--- config.mk ---
export PLATFORM = sky130hd
export DESIGN_NAME = bpm_unit
export DESIGN_NICKNAME = d
export VERILOG_FILES = /design/src/rtl/bpm_pkg.sv /design/src/rtl/bpm_counter.sv /design/src/rtl/bpm_ctrl.sv /design/src/rtl/bpm_unit.sv
export SDC_FILE = /design/constraint.sdc
export NUM_CORES = 1
export LEC_CHECK = 0
export ABC_AREA = 1
export BUFFER_PORTS_ARGS = -buffer_cell sky130_fd_sc_hd__buf_4
export CAP_MARGIN = 20
export CORE_MARGIN = 2
export CORE_UTILIZATION = 28
export DETAILED_ROUTE_END_ITERATION = 7
export GPL_TIMING_DRIVEN = 0
export SKIP_CTS_REPAIR_TIMING = 1
export SLEW_MARGIN = 20
export SYNTH_ARGS = -nofsm -noshare
export SYNTH_HDL_FRONTEND = slang
export SYNTH_SLANG_ARGS = --single-unit
--- constraint.sdc ---
create_clock -name clk -period 3.4 [get_ports clk]
set_input_delay 0.34 -clock clk [delete_from_list [all_inputs] [get_ports clk]]
set_output_delay 0.34 -clock clk [all_outputs]
set_load 0.1 [all_outputs]
--- src/rtl/bpm_pkg.sv ---
package bpm_pkg;
    localparam int NUM_EVT = 4;
    localparam int DATA_W  = 32;
    localparam int ADDR_W  = 8;

    typedef enum logic [0:0] {
        ST_STOPPED  = 1'b0,
        ST_COUNTING = 1'b1
    } run_state_e;

    localparam logic [ADDR_W-1:0] A_CTRL   = 8'h00;
    localparam logic [ADDR_W-1:0] A_EN_SET = 8'h04;
    localparam logic [ADDR_W-1:0] A_EN_CLR = 8'h08;
    localparam logic [ADDR_W-1:0] A_CYCLE  = 8'h0C;
    localparam logic [ADDR_W-1:0] A_EVT0   = 8'h10;
    localparam logic [ADDR_W-1:0] A_EVT3HI = 8'h20;
    localparam logic [ADDR_W-1:0] A_SEL0   = 8'h30;

    localparam int CTL_RUN     = 0;
    localparam int CTL_EVT_CLR = 1;
    localparam int CTL_CYC_CLR = 2;
    localparam int MAP_CYC_BIT = 31;
endpackage

--- src/rtl/bpm_counter.sv ---
module bpm_counter #(
    parameter int W = 32
) (
    input  logic         clk,
    input  logic         rst_n,
    input  logic         clr,
    input  logic         step_en,
    input  logic [1:0]   step,
    output logic [W-1:0] cnt
);
    always_ff @(posedge clk or negedge rst_n) begin
        if (!rst_n)       cnt <= '0;
        else if (clr)     cnt <= '0;
        else if (step_en) cnt <= cnt + W'(step);
    end

    AST_FROZEN_HOLD: assert property (@(posedge clk) disable iff (!rst_n)
        (!step_en && !clr) |=> $stable(cnt));
    AST_CLR_ZERO: assert property (@(posedge clk) disable iff (!rst_n)
        clr |=> (cnt == '0));
endmodule

--- src/rtl/bpm_ctrl.sv ---
module bpm_ctrl
    import bpm_pkg::*;
(
    input  logic                    clk,
    input  logic                    rst_n,
    input  logic                    wr_ctrl,
    input  logic                    wr_set,
    input  logic                    wr_clr,
    input  logic [NUM_EVT-1:0]      wr_sel,
    input  logic [2:0]              ctl_bits,
    input  logic [NUM_EVT:0]        map_bits,
    input  logic [1:0]              sel_bits,
    output logic                    run,
    output logic                    clr_evt,
    output logic                    clr_cyc,
    output logic [NUM_EVT:0]        en_map,
    output logic [NUM_EVT-1:0][1:0] sel
);
    run_state_e state_q, state_d;

    always_comb begin
        state_d = state_q;
        unique case (state_q)
            ST_STOPPED:  if (wr_ctrl &&  ctl_bits[CTL_RUN]) state_d = ST_COUNTING;
            ST_COUNTING: if (wr_ctrl && !ctl_bits[CTL_RUN]) state_d = ST_STOPPED;
            default:     state_d = ST_STOPPED;
        endcase
    end

    always_ff @(posedge clk or negedge rst_n) begin
        if (!rst_n) state_q <= ST_STOPPED;
        else        state_q <= state_d;
    end

    always_comb begin
        run     = (state_q == ST_COUNTING);
        clr_evt = wr_ctrl && ctl_bits[CTL_EVT_CLR];
        clr_cyc = wr_ctrl && ctl_bits[CTL_CYC_CLR];
    end

    always_ff @(posedge clk or negedge rst_n) begin
        if (!rst_n)      en_map <= '0;
        else if (wr_set) en_map <= en_map | map_bits;
        else if (wr_clr) en_map <= en_map & ~map_bits;
    end

    for (genvar i = 0; i < NUM_EVT; i++) begin : g_sel
        always_ff @(posedge clk or negedge rst_n) begin
            if (!rst_n)         sel[i] <= 2'b00;
            else if (wr_sel[i]) sel[i] <= sel_bits;
        end
    end

    AST_SET_TAKES: assert property (@(posedge clk) disable iff (!rst_n)
        wr_set |=> ((en_map & $past(map_bits)) == $past(map_bits)));
    AST_CLR_TAKES: assert property (@(posedge clk) disable iff (!rst_n)
        wr_clr |=> ((en_map & $past(map_bits)) == '0));
    AST_RUN_FOLLOWS: assert property (@(posedge clk) disable iff (!rst_n)
        wr_ctrl |=> (run == $past(ctl_bits[CTL_RUN])));
endmodule

--- src/rtl/bpm_unit.sv ---
module bpm_unit
    import bpm_pkg::*;
#(
    parameter int CNT_W = 32,
    parameter int HI_W  = 8
) (
    input  logic              clk,
    input  logic              rst_n,
    input  logic              bus_valid,
    input  logic              bus_write,
    input  logic [ADDR_W-1:0] bus_addr,
    input  logic [DATA_W-1:0] bus_wdata,
    output logic [DATA_W-1:0] bus_rdata,
    input  logic              rd_beat,
    input  logic              wr_beat
);
    localparam int WIDE_W = CNT_W + HI_W;

    logic                    wr_req, rd_req;
    logic                    wr_ctrl, wr_set, wr_clr;
    logic [NUM_EVT-1:0]      wr_sel;
    logic                    run, clr_evt, clr_cyc;
    logic [NUM_EVT:0]        en_map;
    logic [NUM_EVT-1:0][1:0] sel;
    logic [CNT_W-1:0]        cyc_cnt;
    logic [CNT_W-1:0]        evt_lo [NUM_EVT];
    logic [HI_W-1:0]         evt_hi;
    logic [DATA_W-1:0]       rd_mux;
    logic                    addr_hit;
    logic [DATA_W-1:0]       map_word;

    assign wr_req  = bus_valid &&  bus_write;
    assign rd_req  = bus_valid && !bus_write;
    assign wr_ctrl = wr_req && (bus_addr == A_CTRL);
    assign wr_set  = wr_req && (bus_addr == A_EN_SET);
    assign wr_clr  = wr_req && (bus_addr == A_EN_CLR);

    for (genvar i = 0; i < NUM_EVT; i++) begin : g_wsel
        assign wr_sel[i] = wr_req && (bus_addr == A_SEL0 + ADDR_W'(4 * i));
    end

    bpm_ctrl u_ctrl (
        .clk      (clk),
        .rst_n    (rst_n),
        .wr_ctrl  (wr_ctrl),
        .wr_set   (wr_set),
        .wr_clr   (wr_clr),
        .wr_sel   (wr_sel),
        .ctl_bits (bus_wdata[2:0]),
        .map_bits ({bus_wdata[MAP_CYC_BIT], bus_wdata[NUM_EVT-1:0]}),
        .sel_bits (bus_wdata[1:0]),
        .run      (run),
        .clr_evt  (clr_evt),
        .clr_cyc  (clr_cyc),
        .en_map   (en_map),
        .sel      (sel)
    );

    bpm_counter #(.W(CNT_W)) u_cyc (
        .clk     (clk),
        .rst_n   (rst_n),
        .clr     (clr_cyc),
        .step_en (run && en_map[NUM_EVT]),
        .step    (2'd1),
        .cnt     (cyc_cnt)
    );

    for (genvar i = 0; i < NUM_EVT; i++) begin : g_evt
        logic [1:0] step;
        assign step = {1'b0, sel[i][0] & rd_beat} + {1'b0, sel[i][1] & wr_beat};
        if (i == NUM_EVT - 1) begin : g_wide
            logic [WIDE_W-1:0] cnt;
            bpm_counter #(.W(WIDE_W)) u_cnt (
                .clk     (clk),
                .rst_n   (rst_n),
                .clr     (clr_evt),
                .step_en (run && en_map[i]),
                .step    (step),
                .cnt     (cnt)
            );
            assign evt_lo[i] = cnt[CNT_W-1:0];
            assign evt_hi    = cnt[WIDE_W-1:CNT_W];
        end else begin : g_narrow
            bpm_counter #(.W(CNT_W)) u_cnt (
                .clk     (clk),
                .rst_n   (rst_n),
                .clr     (clr_evt),
                .step_en (run && en_map[i]),
                .step    (step),
                .cnt     (evt_lo[i])
            );
        end
    end

    always_comb begin
        map_word                 = '0;
        map_word[MAP_CYC_BIT]    = en_map[NUM_EVT];
        map_word[NUM_EVT-1:0]    = en_map[NUM_EVT-1:0];
        rd_mux   = '0;
        addr_hit = 1'b1;
        if (bus_addr == A_CTRL)                       rd_mux = DATA_W'(run);
        else if (bus_addr == A_EN_SET ||
                 bus_addr == A_EN_CLR)                rd_mux = map_word;
        else if (bus_addr == A_CYCLE)                 rd_mux = DATA_W'(cyc_cnt);
        else if (bus_addr == A_EVT3HI)                rd_mux = DATA_W'(evt_hi);
        else begin
            addr_hit = 1'b0;
            for (int i = 0; i < NUM_EVT; i++) begin
                if (bus_addr == A_EVT0 + ADDR_W'(4 * i)) begin
                    rd_mux   = DATA_W'(evt_lo[i]);
                    addr_hit = 1'b1;
                end
                if (bus_addr == A_SEL0 + ADDR_W'(4 * i)) begin
                    rd_mux   = DATA_W'(sel[i]);
                    addr_hit = 1'b1;
                end
            end
        end
    end

    always_ff @(posedge clk or negedge rst_n) begin
        if (!rst_n)      bus_rdata <= '0;
        else if (rd_req) bus_rdata <= rd_mux;
    end

    AST_UNMAPPED_ZERO: assert property (@(posedge clk) disable iff (!rst_n)
        (rd_req && !addr_hit) |=> (bus_rdata == '0));
endmodule

# After elaboration in Yosys (flattened, before gate mapping)
# Index checks and enable logic that the tools add are counted.
# totals
reg_bits	214
# classes
n_addsub	9
reduce_logical	28
eq_ne	12
bitwise_logic	12
muxes	27
# ops
op	count
$mux 32	20
$add 32x2->32	3
$mux 40	2
$add 40x2->40	1
$eq 8x6->1 const B	5
$add 32x1->32 const B	1
$eq 8x5->1 const B	4
$logic_and 1x1->1	18
$eq 8x4->1 const B	2
$reduce_bool 2->1	6
$mux 5	2
$add 1x1->2	4
$and 1x1->1	8
$eq 8x3->1 const B	1
$logic_not 8->1	1
$and 5x5->5	1
$not 5->5	1
$or 5x5->5	1
$logic_not 1->1	2
$mux 1	2
$pmux 1 s2	1
$logic_or 1x1->1	1
$not 1->1	1

# Depth between registers and ports, before layout
# logic_depth
word_depth	13
mapped_depth	14
depth_no_buf	14

# Hierarchy
# Synthesis repeated with hierarchy kept, for this count alone.
# hier_totals
cells_unflattened	1996
area_unflattened_um2	13650.6
# modules_own_cells
mod	area_per_inst_um2	n_inst	cells_each	seq_area_each_um2
bpm_counter (g_evt[0].g_narrow.u_cnt ...)	1943.1	3	281	800.8
bpm_unit	2756.4	1	448	800.8
bpm_counter (g_evt[3].g_wide.u_cnt)	2512.4	1	366	1001.0
bpm_counter (u_cyc)	1999.4	1	274	800.8
bpm_ctrl	553.0	1	65	350.3

# Worst setup path after synthesis
# No wires, ideal clock.
# synth_path
path_type	register to register
start	register u_ctrl.sel[2] (netlist name)
end	register g_evt[1].g_narrow.u_cnt.cnt[24]
arrival_time_ns	2.182
setup_time_ns	0.065
stages_incl_launch_ff	12
path_slack_ns	1.153
cell_sequence	dfrtp_1 -> nand2_1 -> fa_1 -> inv_1 -> ha_1 -> inv_1 -> nor3_1 -> nand2_1 -> nor4_1 -> or2_2 -> nand4_1 -> nand2_1
# synth_between
elab_chain_len	5
# synth_lines
item	line	rtl
start: declaration	bpm_ctrl.sv:17	output logic [NUM_EVT-1:0][1:0] sel
start signal: indexed assignment	bpm_ctrl.sv:50	else if (wr_sel[i]) sel[i] <= sel_bits;
$and 1x1->1	bpm_unit.sv:70	assign step = {1'b0, sel[i][0] & rd_beat} + {1'b0, sel[i][1] & wr_beat};
$add 1x1->2	bpm_unit.sv:70	
$add 32x2->32	bpm_counter.sv:14	else if (step_en) cnt <= cnt + W'(step);
$mux 32	bpm_counter.sv:14	
$mux 32	bpm_counter.sv:13	else if (clr) cnt <= '0;
end signal: assignment	bpm_counter.sv:14	
end: declaration	bpm_counter.sv:9	output logic [W-1:0] cnt
# No other way between the ends. The select of a mux whose other input is x is not followed.
# A chain may end at the register's enable or synchronous reset.

# Final worst setup path
# layout_path
start	register u_ctrl.sel[6] (netlist name)
end	register g_evt[3].g_wide.u_cnt.cnt[32]
# layout_between
elab_chain_len	5
# layout_lines
item	line
$and 1x1->1	bpm_unit.sv:70
$add 1x1->2	bpm_unit.sv:70
$add 40x2->40	bpm_counter.sv:14
$mux 40	bpm_counter.sv:14
$mux 40	bpm_counter.sv:13
end signal: assignment	bpm_counter.sv:14
end: declaration	bpm_counter.sv:9
# No other way between the ends. The select of a mux whose other input is x is not followed.

==> summary.txt <==
Outcome
  • Outcome: completed

Finish
  • Share of cells above drive strength 1: 7.881%
  • ANT cells: 0
  • Final net count: ~2,100
  • Fillers: roughly 5,200
  • Post-route cell area: 0.01580 sq mm
  • Layout Cells excl Fill: between 2,000 and 3,000
  • Syn-to-layout area delta: 15.19%
  • Util after Layout: 32.48%

Clock tree
  • Clock Sinks: between 200 and 250
  • H-tree depth: 1
  • Root Driver: clkbuf_16
  • CTS tree: yes
  • CTS buffer count: 26
  • Clock Latency Late Sink: 570 ps
  • Clock-pin slew on the worst setup and hold paths: around 60 ps
  • Max Root-Sink Buffers: 3

Global route
  • First-pass GRT wire length: 81,460 um
  • GRT Total Usage: 20.67%
  • Largest net degree at the start of global routing: 88
  • Antenna violations before repair: 0
  • Number of global-route vias before repair: 13,830
  • Congestion Overflow GR: 0

Die
  • Num rows: 81
  • Total die area: about 0.05 sq mm
  • # IOs: 78
  • Core area: 0.04865 sq mm
  • DIE WIDTH: ~230 um
  • Initial Util: between 20 and 30%
  • Chip height: 225.3 um

Routing
  • Final WL: 52,780 um
  • Post-DRT Antenna Nets: 0
  • DRC: 0
  • Via density: 5.439
  • Routed via count: 14,700
  • Starting DRT DRC Count: 1,482
  • WL/cell: 19.53 um
  • 1st-pass router iterations: 7

Setup path
  • Setup slack, reg-to-reg: 210 ps
  • CP Data Required Time: 3900 ps
  • R2R depth: 13
  • Endpoint class of the critical path: flop
  • Arrival @ worst endpoint: ~3700 ps
  • Crit Reg-Reg Endpoint: g_evt[3].g_wide.u_cnt.cnt[32]
  • Crit Path Category: reg2reg
  • Crit path from: u_ctrl.sel[6]
  • R2R Path Start: u_ctrl.sel[6]
  • Startpoint Class: flop
  • Peak fanout along the critical path: 5

Yosys
  • Syn Nets: 2,039
  • Synth top area cells: dfrtp_1 39%, nand2_1 14%, o21ai_0 7.2%, inv_1 6.7%, nand4_1 5.7%
  • Mapped cell area: about 0.014 sq mm
  • Leading cell types by count after synthesis: 506 x nand2_1, 244 x inv_1, 214 x dfrtp_1
  • Top cell type's share of synthesized area: 39.04%
  • Post-synthesis async set-or-reset flop share: 100.0%
  • Count leader, synth: nand2_1
  • Top FF cell, synth: dfrtp_1
  • Total number of yosys warnings: 0
  • Post-Synthesis Cells: 1,984
  • Avg Cell Area, Syn: roughly 7 sq um
  • Post-synthesis sequential area ratio: 39.04%
  • Count of different cell masters after synthesis: 44
  • Synth Register Bits: approximately 210
  • Leading area contributor after synthesis: dfrtp_1
  • EDFF count, synth: 0

STA
  • Slew Viols, Final: 0
  • RSZ-0062 raised after global routing: no
  • Skew final: approximately 26 ps
  • Setup tns final: 0 ps
  • Fmax: between 0.3 and 0.4 GHz
  • Final hold viol count: 0
  • Crit path time final: roughly 3200 ps
  • Hold Slack: 68.61 ps
  • Tcrit/Tclk final: between 90% and 100%
  • Slew Limit Headroom: 40.82%
  • Final setup fails: 0
  • Slew @ Worst Pin: 887.7 ps

Place
  • Port Buffers: 50
  • Area after DPL: 0.01493 sq mm
  • Placed Cells incl. Taps: 2,658
  • Hpwl dp: 41,210 um
  • Final GP Congestion: about 1

Pwr
  • Leakage power: 6.894 nW
  • Maximum VDD drop: 344.3 uV
  • Pwr Density: about 400 mW/mm^2

Job
  • Max cap viols: 0

Worst hold path
  • HP Start: bus_wdata[3]
  • Worst hold path stage count: 3
  • HP Class: in2reg
## layout make-up
| cell class | count | area, sq um | area share [%] |
|---|---|---|---|
| flip-flops and latches | 214 | 5355 | 33.89 |
| well taps | 622 | 778.2 | 4.925 |
| multi-input cells | 1463 | 7173 | 45.40 |
| repair buffers | 53 | 447.9 | 2.835 |
| plain buffers | 59 | 259.0 | 1.639 |
| inverters | 248 | 930.9 | 5.891 |
| clock buffers | 34 | 720.7 | 4.561 |
| clock inverters | 10 | 136.4 | 0.8631 |
## cells by family after synthesis
group / after synthesis / synth area share [%]
compound gates: 335 / 13.04
xor+xnor: 26 / 1.660
fa+ha+maj: 9 / 1.040
buf+inv: 307 / 8.674
flops: 214 / 39.04
mux: 1 / 0.08208
simple gates: 1092 / 36.46
## worst max path at each step
stage | end | slack (ps)
2_1_floorplan | g_evt[1].g_narrow.u_cnt.cnt[24] | 1150
3_3_place_gp | bus_rdata[25] | 240
3_5_place_dp | g_evt[1].g_narrow.u_cnt.cnt[20] | 290
4_1_cts | g_evt[1].g_narrow.u_cnt.cnt[24] | 380
5_1_grt | g_evt[3].g_wide.u_cnt.cnt[32] | 80
6_report | g_evt[3].g_wide.u_cnt.cnt[32] | 210
## registers in the layout (all words and copies together) (netlist names), named ones only
register	flops
g_evt.g_narrow.u_cnt.cnt	96
u_cyc.cnt	32
bus_rdata	32
u_ctrl.sel	8
g_evt.g_wide.u_cnt.cnt	40
## power breakdown
part	internal, mW	switching, mW	leakage, nW
sequential	2.69	0.177	2.70
clock	1.71	1.17	0.427
combinational	0.160	0.403	3.77
total	4.56	1.75	6.89
## cells in the final DEF (no fill, tap or decap), types with 26 or more instances in the layout
master	Yosys	layout
nand2_1	506	506
nor4_1	39	39
xor2_1	26	26
a21oi_1	78	78
clkbuf_1	35	39
nor3_1	100	100
o21ai_0	198	198
buf_4	2	51
nand3_1	109	109
nand4_1	124	124
dfrtp_1	214	214
clkbuf_16	0	26
or2_2	30	30
nor2_1	159	159
inv_1	244	244
## metrics by stage
stage	total power, mW	worst slack [ps]
3_3_place_gp	3.437	237.6
4_1_cts	6.343	377.0
5_1_grt	6.555	80.51
3_5_place_dp	3.462	291.3
2_1_floorplan	3.201	1153
6_report	6.307	210.5
## layer usage
layer  GRT usage, %  vias up  share of wire, %
met3          2.842      113               7.3
met5              0        -                 0
met1          29.64     7066                46
met4          8.310        0               4.1
li1               -     6882                 -
met2          31.22      640                43
## worst max-delay path: stages (launching register included)
cell and delay (ps):
dfrtp_1 360, nand2_1 80, fa_1 480, inv_1 140
ha_1 220, nand2_1 110, nor2_1 470, inv_1 170
nor2_1 140, nand3_1 90, nor3_1 450, or2_2 200
nand4_1 100, nand2_1 100
(Power assumes the default switching activity.)
